File: src/rtl/cfg_spi_pkg.sv
package cfg_spi_pkg;
  localparam int FRAME_W = 32;
  localparam int ADDR_W  = 4;
  localparam int DATA_W  = FRAME_W - ADDR_W;
  localparam logic [ADDR_W-1:0] RD_CODE = 4'hF;

  typedef struct packed {
    logic [DATA_W-1:0] data;
    logic [ADDR_W-1:0] addr;
  } frame_t;
endpackage

File: src/rtl/cfg_spi_port.sv
module cfg_spi_port
  import cfg_spi_pkg::*;
(
  input  logic   clk,
  input  logic   rst_n,
  input  logic   spi_clk,
  input  logic   spi_le,
  input  logic   spi_mosi,
  input  frame_t tx_word,
  output logic   le_prev,
  output logic   le_fall,
  output logic   cmt_v,
  output frame_t cmt_frame,
  output logic   miso_d
);
  localparam int CNT_W = $clog2(FRAME_W + 2);
  localparam logic [CNT_W-1:0] CNT_FULL = CNT_W'(FRAME_W);
  localparam logic [CNT_W-1:0] CNT_SAT  = CNT_W'(FRAME_W + 1);

  logic sclk_r, sclk_rr, le_r, le_rr, mosi_r;
  logic [FRAME_W-1:0] rx_q, rx_n, tx_q, tx_n;
  logic [CNT_W-1:0] cnt_q, cnt_n;
  logic cmt_n;
  frame_t cmt_frame_n;
  logic sclk_rise, sclk_fall, le_rise;

  always_ff @(posedge clk or negedge rst_n) begin
    if (!rst_n) begin
      sclk_r  <= 1'b1;
      sclk_rr <= 1'b1;
      le_r    <= 1'b1;
      le_rr   <= 1'b1;
      mosi_r  <= 1'b1;
    end else begin
      sclk_r  <= spi_clk;
      sclk_rr <= sclk_r;
      le_r    <= spi_le;
      le_rr   <= le_r;
      mosi_r  <= spi_mosi;
    end
  end

  assign sclk_rise = sclk_r & ~sclk_rr;
  assign sclk_fall = ~sclk_r & sclk_rr;
  assign le_rise   = le_r & ~le_rr;
  assign le_fall   = ~le_r & le_rr;
  assign le_prev   = le_rr;
  assign miso_d    = tx_q[FRAME_W-1];

  always_comb begin
    rx_n        = rx_q;
    tx_n        = tx_q;
    cnt_n       = cnt_q;
    cmt_frame_n = cmt_frame;
    cmt_n       = le_rise && (cnt_q == CNT_FULL);
    if (le_rise) cmt_frame_n = frame_t'(rx_q);
    if (le_fall) begin
      cnt_n = '0;
      tx_n  = FRAME_W'(tx_word);
    end else if (!le_r) begin
      if (sclk_rise) begin
        rx_n = {rx_q[FRAME_W-2:0], mosi_r};
        if (cnt_q != CNT_SAT) cnt_n = cnt_q + 1'b1;
      end
      if (sclk_fall && cnt_q != '0) tx_n = {tx_q[FRAME_W-2:0], 1'b0};
    end
  end

  always_ff @(posedge clk or negedge rst_n) begin
    if (!rst_n) begin
      rx_q      <= '0;
      tx_q      <= '0;
      cnt_q     <= '0;
      cmt_v     <= 1'b0;
      cmt_frame <= '0;
    end else begin
      rx_q      <= rx_n;
      tx_q      <= tx_n;
      cnt_q     <= cnt_n;
      cmt_v     <= cmt_n;
      cmt_frame <= cmt_frame_n;
    end
  end


  tx_hold_chk: assert property (@(posedge clk) disable iff (!rst_n)
    (le_r && le_rr) |=> $stable(tx_q));
endmodule

File: src/rtl/cfg_load_seq.sv
module cfg_load_seq #(
  parameter int NUM_REGS = 8,
  parameter int IDX_W    = 3
) (
  input  logic             clk,
  input  logic             rst_n,
  input  logic             pwr_n,
  input  logic             le_prev,
  output logic             start,
  output logic             busy,
  output logic [IDX_W-1:0] idx,
  output logic             done
);
  localparam logic [IDX_W-1:0] LAST = IDX_W'(NUM_REGS - 1);

  logic pd_r, pd_rr;
  logic busy_n, done_n;
  logic [IDX_W-1:0] idx_n;

  always_ff @(posedge clk or negedge rst_n) begin
    if (!rst_n) begin
      pd_r  <= 1'b0;
      pd_rr <= 1'b0;
    end else begin
      pd_r  <= pwr_n;
      pd_rr <= pd_r;
    end
  end

  assign start = pd_r & ~pd_rr & le_prev;

  always_comb begin
    busy_n = busy;
    idx_n  = idx;
    done_n = done;
    if (start) begin
      busy_n = 1'b1;
      idx_n  = '0;
      done_n = 1'b0;
    end else if (busy) begin
      if (idx == LAST) begin
        busy_n = 1'b0;
        done_n = 1'b1;
      end else begin
        idx_n = idx + 1'b1;
      end
    end
  end

  always_ff @(posedge clk or negedge rst_n) begin
    if (!rst_n) begin
      busy <= 1'b0;
      idx  <= '0;
      done <= 1'b0;
    end else begin
      busy <= busy_n;
      idx  <= idx_n;
      done <= done_n;
    end
  end


  done_on_finish_chk: assert property (@(posedge clk) disable iff (!rst_n)
    $fell(busy) |-> done);

  start_idx_chk: assert property (@(posedge clk) disable iff (!rst_n)
    start |=> (busy && idx == '0));

  idx_range_chk: assert property (@(posedge clk) disable iff (!rst_n)
    busy |-> (idx <= LAST));
endmodule

File: src/rtl/cfg_reg_bank.sv
module cfg_reg_bank
  import cfg_spi_pkg::*;
#(
  parameter int                NUM_REGS    = 8,
  parameter int                IDX_W       = 3,
  parameter logic [DATA_W-1:0] SHADOW_SEED = 28'h3B1E7D2
) (
  input  logic                       clk,
  input  logic                       rst_n,
  input  logic                       cmt_v,
  input  frame_t                     cmt_frame,
  input  logic                       le_fall,
  input  logic                       start,
  input  logic                       busy,
  input  logic [IDX_W-1:0]           idx,
  output frame_t                     tx_word,
  output logic [NUM_REGS*DATA_W-1:0] cfg_o
);
  localparam logic [ADDR_W-1:0] LIM = ADDR_W'(NUM_REGS);

  function automatic logic [DATA_W-1:0] shadow_word(input int i);
    return SHADOW_SEED ^ (DATA_W'(i) * 28'h0111111);
  endfunction

  logic new_wr, new_rd, hold;
  logic pend_v, pend_v_n;
  logic [ADDR_W-1:0] pend_addr, pend_addr_n, rd_idx, rd_idx_n;
  logic [DATA_W-1:0] pend_data, pend_data_n;
  logic rd_pend, rd_pend_n;
  logic [DATA_W-1:0] rd_arr [NUM_REGS];

  assign new_rd = cmt_v && (cmt_frame.addr == RD_CODE);
  assign new_wr = cmt_v && (cmt_frame.addr != RD_CODE) && (cmt_frame.addr < LIM);
  assign hold   = busy | start;

  generate
    for (genvar g = 0; g < NUM_REGS; g++) begin : gen_reg
      logic [DATA_W-1:0] q, nxt;
      logic en;
      always_comb begin
        nxt = q;
        en  = 1'b0;
        if (busy && idx == IDX_W'(g)) begin
          nxt = shadow_word(g);
          en  = 1'b1;
        end
        if (!hold) begin
          if (pend_v && pend_addr == ADDR_W'(g)) begin
            nxt = pend_data;
            en  = 1'b1;
          end
          if (new_wr && cmt_frame.addr == ADDR_W'(g)) begin
            nxt = cmt_frame.data;
            en  = 1'b1;
          end
        end
      end
      always_ff @(posedge clk or negedge rst_n) begin
        if (!rst_n)  q <= '0;
        else if (en) q <= nxt;
      end
      assign cfg_o[g*DATA_W +: DATA_W] = q;
      assign rd_arr[g] = q;
    end
  endgenerate

  always_comb begin
    pend_v_n    = pend_v;
    pend_addr_n = pend_addr;
    pend_data_n = pend_data;
    if (hold) begin
      if (new_wr) begin
        pend_v_n    = 1'b1;
        pend_addr_n = cmt_frame.addr;
        pend_data_n = cmt_frame.data;
      end
    end else begin
      pend_v_n = 1'b0;
    end
    rd_pend_n = rd_pend;
    rd_idx_n  = rd_idx;
    if (le_fall) begin
      rd_pend_n = 1'b0;
    end else if (new_rd) begin
      rd_pend_n = 1'b1;
      rd_idx_n  = cmt_frame.data[ADDR_W-1:0];
    end
  end

  always_comb begin
    tx_word = '0;
    if (rd_pend) begin
      tx_word.addr = rd_idx;
      for (int k = 0; k < NUM_REGS; k++)
        if (rd_idx == ADDR_W'(k)) tx_word.data = rd_arr[k];
    end
  end

  always_ff @(posedge clk or negedge rst_n) begin
    if (!rst_n) begin
      pend_v    <= 1'b0;
      pend_addr <= '0;
      pend_data <= '0;
      rd_pend   <= 1'b0;
      rd_idx    <= '0;
    end else begin
      pend_v    <= pend_v_n;
      pend_addr <= pend_addr_n;
      pend_data <= pend_data_n;
      rd_pend   <= rd_pend_n;
      rd_idx    <= rd_idx_n;
    end
  end


  pend_drain_chk: assert property (@(posedge clk) disable iff (!rst_n)
    (pend_v && !hold) |=> !pend_v);
endmodule

File: src/rtl/cfg_spi_loader.sv
module cfg_spi_loader
  import cfg_spi_pkg::*;
#(
  parameter int                NUM_REGS    = 8,
  parameter logic [DATA_W-1:0] SHADOW_SEED = 28'h3B1E7D2
) (
  input  logic                       clk,
  input  logic                       rst_n,
  input  logic                       spi_clk,
  input  logic                       spi_le,
  input  logic                       spi_mosi,
  input  logic                       pwr_n,
  output logic                       miso_d,
  output logic                       miso_en,
  output logic                       load_done,
  output logic [NUM_REGS*DATA_W-1:0] cfg_o
);
  localparam int IDX_W = (NUM_REGS > 1) ? $clog2(NUM_REGS) : 1;

  logic [1:0] rst_sync;
  logic rst_s_n;
  logic le_prev, le_fall, cmt_v, start, busy;
  frame_t cmt_frame, tx_word;
  logic [IDX_W-1:0] idx;

  always_ff @(posedge clk or negedge rst_n) begin
    if (!rst_n) rst_sync <= 2'b00;
    else        rst_sync <= {rst_sync[0], 1'b1};
  end
  assign rst_s_n = rst_sync[1];

  assign miso_en = ~spi_le;

  cfg_spi_port u_port (
    .clk(clk), .rst_n(rst_s_n), .spi_clk(spi_clk), .spi_le(spi_le),
    .spi_mosi(spi_mosi), .tx_word(tx_word), .le_prev(le_prev),
    .le_fall(le_fall), .cmt_v(cmt_v), .cmt_frame(cmt_frame), .miso_d(miso_d)
  );

  cfg_load_seq #(.NUM_REGS(NUM_REGS), .IDX_W(IDX_W)) u_seq (
    .clk(clk), .rst_n(rst_s_n), .pwr_n(pwr_n), .le_prev(le_prev),
    .start(start), .busy(busy), .idx(idx), .done(load_done)
  );

  cfg_reg_bank #(.NUM_REGS(NUM_REGS), .IDX_W(IDX_W), .SHADOW_SEED(SHADOW_SEED)) u_bank (
    .clk(clk), .rst_n(rst_s_n), .cmt_v(cmt_v), .cmt_frame(cmt_frame),
    .le_fall(le_fall), .start(start), .busy(busy), .idx(idx),
    .tx_word(tx_word), .cfg_o(cfg_o)
  );
endmodule

File: config.mk
export PLATFORM = sky130hd
export DESIGN_NAME = cfg_spi_loader
export DESIGN_NICKNAME = d
export VERILOG_FILES = /design/src/rtl/cfg_spi_pkg.sv /design/src/rtl/cfg_spi_port.sv /design/src/rtl/cfg_load_seq.sv /design/src/rtl/cfg_reg_bank.sv /design/src/rtl/cfg_spi_loader.sv
export SDC_FILE = /design/constraint.sdc
export NUM_CORES = 1
export LEC_CHECK = 0
export BUFFER_PORTS_ARGS = -buffer_cell sky130_fd_sc_hd__buf_2
export CAP_MARGIN = 20
export CORE_MARGIN = 3
export CORE_UTILIZATION = 53
export CTS_BUF_LIST = sky130_fd_sc_hd__clkbuf_16
export DETAILED_ROUTE_END_ITERATION = 12
export PLACE_DENSITY = 0.8
export REMOVE_ABC_BUFFERS = 1
export SLEW_MARGIN = 20
export SYNTH_ARGS = -nofsm -noshare
export SYNTH_HDL_FRONTEND = slang
export SYNTH_SLANG_ARGS = --single-unit
File: constraint.sdc
create_clock -name clk -period 11.2 [get_ports clk]
set_input_delay 2.24 -clock clk [delete_from_list [all_inputs] [get_ports clk]]
set_output_delay 2.24 -clock clk [all_outputs]
set_load 0.02 [all_outputs]
==> run_results.csv <==
group,metric,value,unit
cells_and_area,antenna_cells,0,
global_route,grt_pass1_vias,16300,
cells_and_area,areaGrowthSynthToFinish,12.6,%
global_route,grtUsageTotal,0.342,
route,drc,0,
place,port_buffers,232,
power,p_leak,0.00877,µW
timing,period_share,0.426,
timing,period_minus_slack,4.77,ns
setup_path,cp-start-kind,"input port",
cells_and_area,final_nets,1959,
clock_network,cts_buffer_depth,3,
timing,worst_slew_pin_slew,1.24,ns
setup_path,crit_top_cell,"buf_2",
clock_network,insertion_delay,0.54,ns
power,switching_share,0.305,
setup_path,worstPathCellList,"buf_2 > inv_1 > buf_2",
timing,setup_viol,0,
timing,hold_ws,0.351,ns
route,vias_per_cell,6.78,
global_route,antenna_found_initial,2,
clock_network,numCtsBuffers,40,
timing,grt_setup_unrepaired,"no",
synthesis,ys_seq_area_frac,0.491,
global_route,grt_max_degree,171,
power,internal_power,2260,µW
synthesis,synth_cells,1837,
timing,maxSlewViolCount,0,
place,place_worst_setup_slack,6.43,ns
timing,final_hold_viol_count,0,
global_route,gr-total-overflow,0,
setup_path,cp_slowest_cell,"buf_2",
synthesis,synth_edf_count,0,
power,power.density,150,mW/mm²
clock_network,cts_tree,"yes",
setup_path,crit_type,"input port to primary output",
timing,slew_headroom,0.176,
clock_network,cts_root_buffer,"clkbuf_16",
clock_network,post_cts.repair.setup_buffers,0,
setup_path,worstPathRequired,8.96,ns
power,seqPwrFrac,0.471,
setup_path,critPathArrivalTime,2.53,ns
place,dp_hpwl,41.3,mm
clock_network,cts_max_level,2,
route,route.detailed.wl_per_inst,28.0,µm
place,place_congestion,0.888,
floorplanning,initial_utilization,0.541,
synthesis,ys_types,58,
power,clkPwrFrac,0.381,
route,drt_iter0_drc,2243,
timing,fin_ws,6.43,ns
synthesis,async_flop_share,1.00,
setup_path,setup.worst_path.end_class,"primary output",
timing,fmax,0.210,GHz
global_route,grt_pass1_wl,101,mm
floorplanning,die_y,197,µm
setup_path,r2r_slack,7.70,ns
clock_network,cts_hold_buf,0,
route,vias,16500,
power,p_switching,996,µW
setup_path,path_max_fanout,2,
flow_run,drv_cap,0,
clock_network,clock_sinks,379,
setup_path,critical-path-max-stage-delay,0.15,ns
clock_network,cts-resized-gates,0,
synthesis,synth_area,0.0193,mm²
synthesis,synth_seq_cells,379,
cells_and_area,drive_gt1_frac,0.247,
status,status,"completed",
route,ant_nets,0,
floorplanning,die_area,0.0388,mm²
power,ir_worst_vdd,0.0992,mV
floorplanning,coreArea,0.0357,mm²
clock_network,cts.clk_slew.worst_paths,0.06,ns
synthesis,yosysWarnings,0,
synthesis,ys.flop_type,"dfrtp_1",
cells_and_area,n_fill_cell,2833,
floorplanning,die_w,197,µm
worst_hold_path,hp-class,"flop to flop",
power,power_frac_comb,0.148,
route,drt_pass1_iterations,5,
timing,fin_worst_skew,0.0239,ns
route,drt_wl_total,68.0,mm
synthesis,avgSynthCellArea,10.5,µm²
floorplanning,ioPinCount,233,
floorplanning,rows,69,
## Yosys cell counts (45+ instances only)
cell      count  area, µm²
mux2i_1     246       2460
nand2_1     108        405
dfrtp_1     374       9360
a21oi_1      82        410
nor3_1       66        330
buf_2        53        265
clkbuf_1    124        465
nor2_1       78        293
nand3_1      88        440
o21ai_0     133        666
a31oi_1      45        282
mux2_2      125       1410
## stage by stage
step	util	area (µm²)	std cells	setup TNS, ns	total power (µW)
2_1_floorplan	-	18400	1635	-50.77	1790
4_1_cts	0.609	21700	2432	0	3240
6_report	0.609	21800	2432	0	3260
3_3_place_gp	0.575	20600	2363	0	2000
3_5_place_dp	0.575	20600	2363	0	2010
5_1_grt	0.609	21800	2432	0	3350
## metal layers
layer	routed length (µm)	track usage
met2	29400	0.505
met5	13	0
met4	4200	0.182
met3	9240	0.110
met1	25200	0.454
## layout by cell type (no fill, tap or decap), types with 65 or more instances in the layout
master   instances
a21oi_1         82
buf_2          232
dfrtp_1        371
mux2_2         125
mux2i_1        246
nand2_1        107
nand3_1         87
nor2_1          72
nor3_1          65
o21ai_0        133
## power groups by stage
stage                     combinational (µW)  clock [µW]  sequential [µW]
after floorplan                          202           0             1590
after global placement                   448           0             1550
after detailed placement                 459           0             1550
after CTS                                463        1240             1530
after global routing                     505        1300             1540
final                                    482        1240             1540
## area by class of cell
| type | count | area (µm²) | area share |
|---|---|---|---|
| clock buffers | 40 | 1000 | 0.0460 |
| clock inverters | 29 | 185 | 0.00851 |
| inverters | 8 | 30.0 | 0.00138 |
| multi-input cells | 1248 | 9030 | 0.415 |
| flip-flops and latches | 379 | 9500 | 0.436 |
| well taps | 461 | 577 | 0.0265 |
| repair buffers | 267 | 1440 | 0.0662 |
## final timing paths
kind / depth (start not counted) / endpoint / start
max in group asynchronous: 1 / u_bank.rd_idx[0] / rst_sync[1]
max: 3 / miso_en / spi_le
min in group asynchronous: 0 / u_bank.gen_reg[1].q[8] / rst_sync[1]
max reg2reg: 6 / u_bank.gen_reg[0].q[4] / u_port.cmt_frame[2]
min: 0 / rst_sync[1] / rst_sync[0]
min reg2reg: 0 / rst_sync[1] / rst_sync[0]
## state kept, by name, indices dropped and copies added, names as in the netlist, 2 cells and up
signal	cells
u_bank.gen.q	224
u_port.cmt_frame	32
u_port.rx_q	32
u_port.tx_q	32
u_bank.pend_data	28
u_port.cnt_q	6
u_bank.pend_addr	4
u_bank.rd_idx	4
u_seq.idx	3
rst_sync	2
## worst max-delay path, delay by kind of cell
family | cells | cell delay [ns]
buffers and inverters | 3 | 0.30
## cell families (layout without fill, tap and decap cells)
group | count (synthesis) | count (layout) | synth area share
adders and majority gates | 9 | 9 | 0.00583
other | 1 | 1 | 0.000194
DFF | 379 | 379 | 0.491
muxes | 377 | 377 | 0.207
AOI/OAI and AO/OA | 424 | 424 | 0.137
and+or+nand+nor | 431 | 431 | 0.107
xor gates and xnor gates | 6 | 6 | 0.00272
buffers and inverters | 210 | 344 | 0.0480
(Power assumes the default switching activity.)
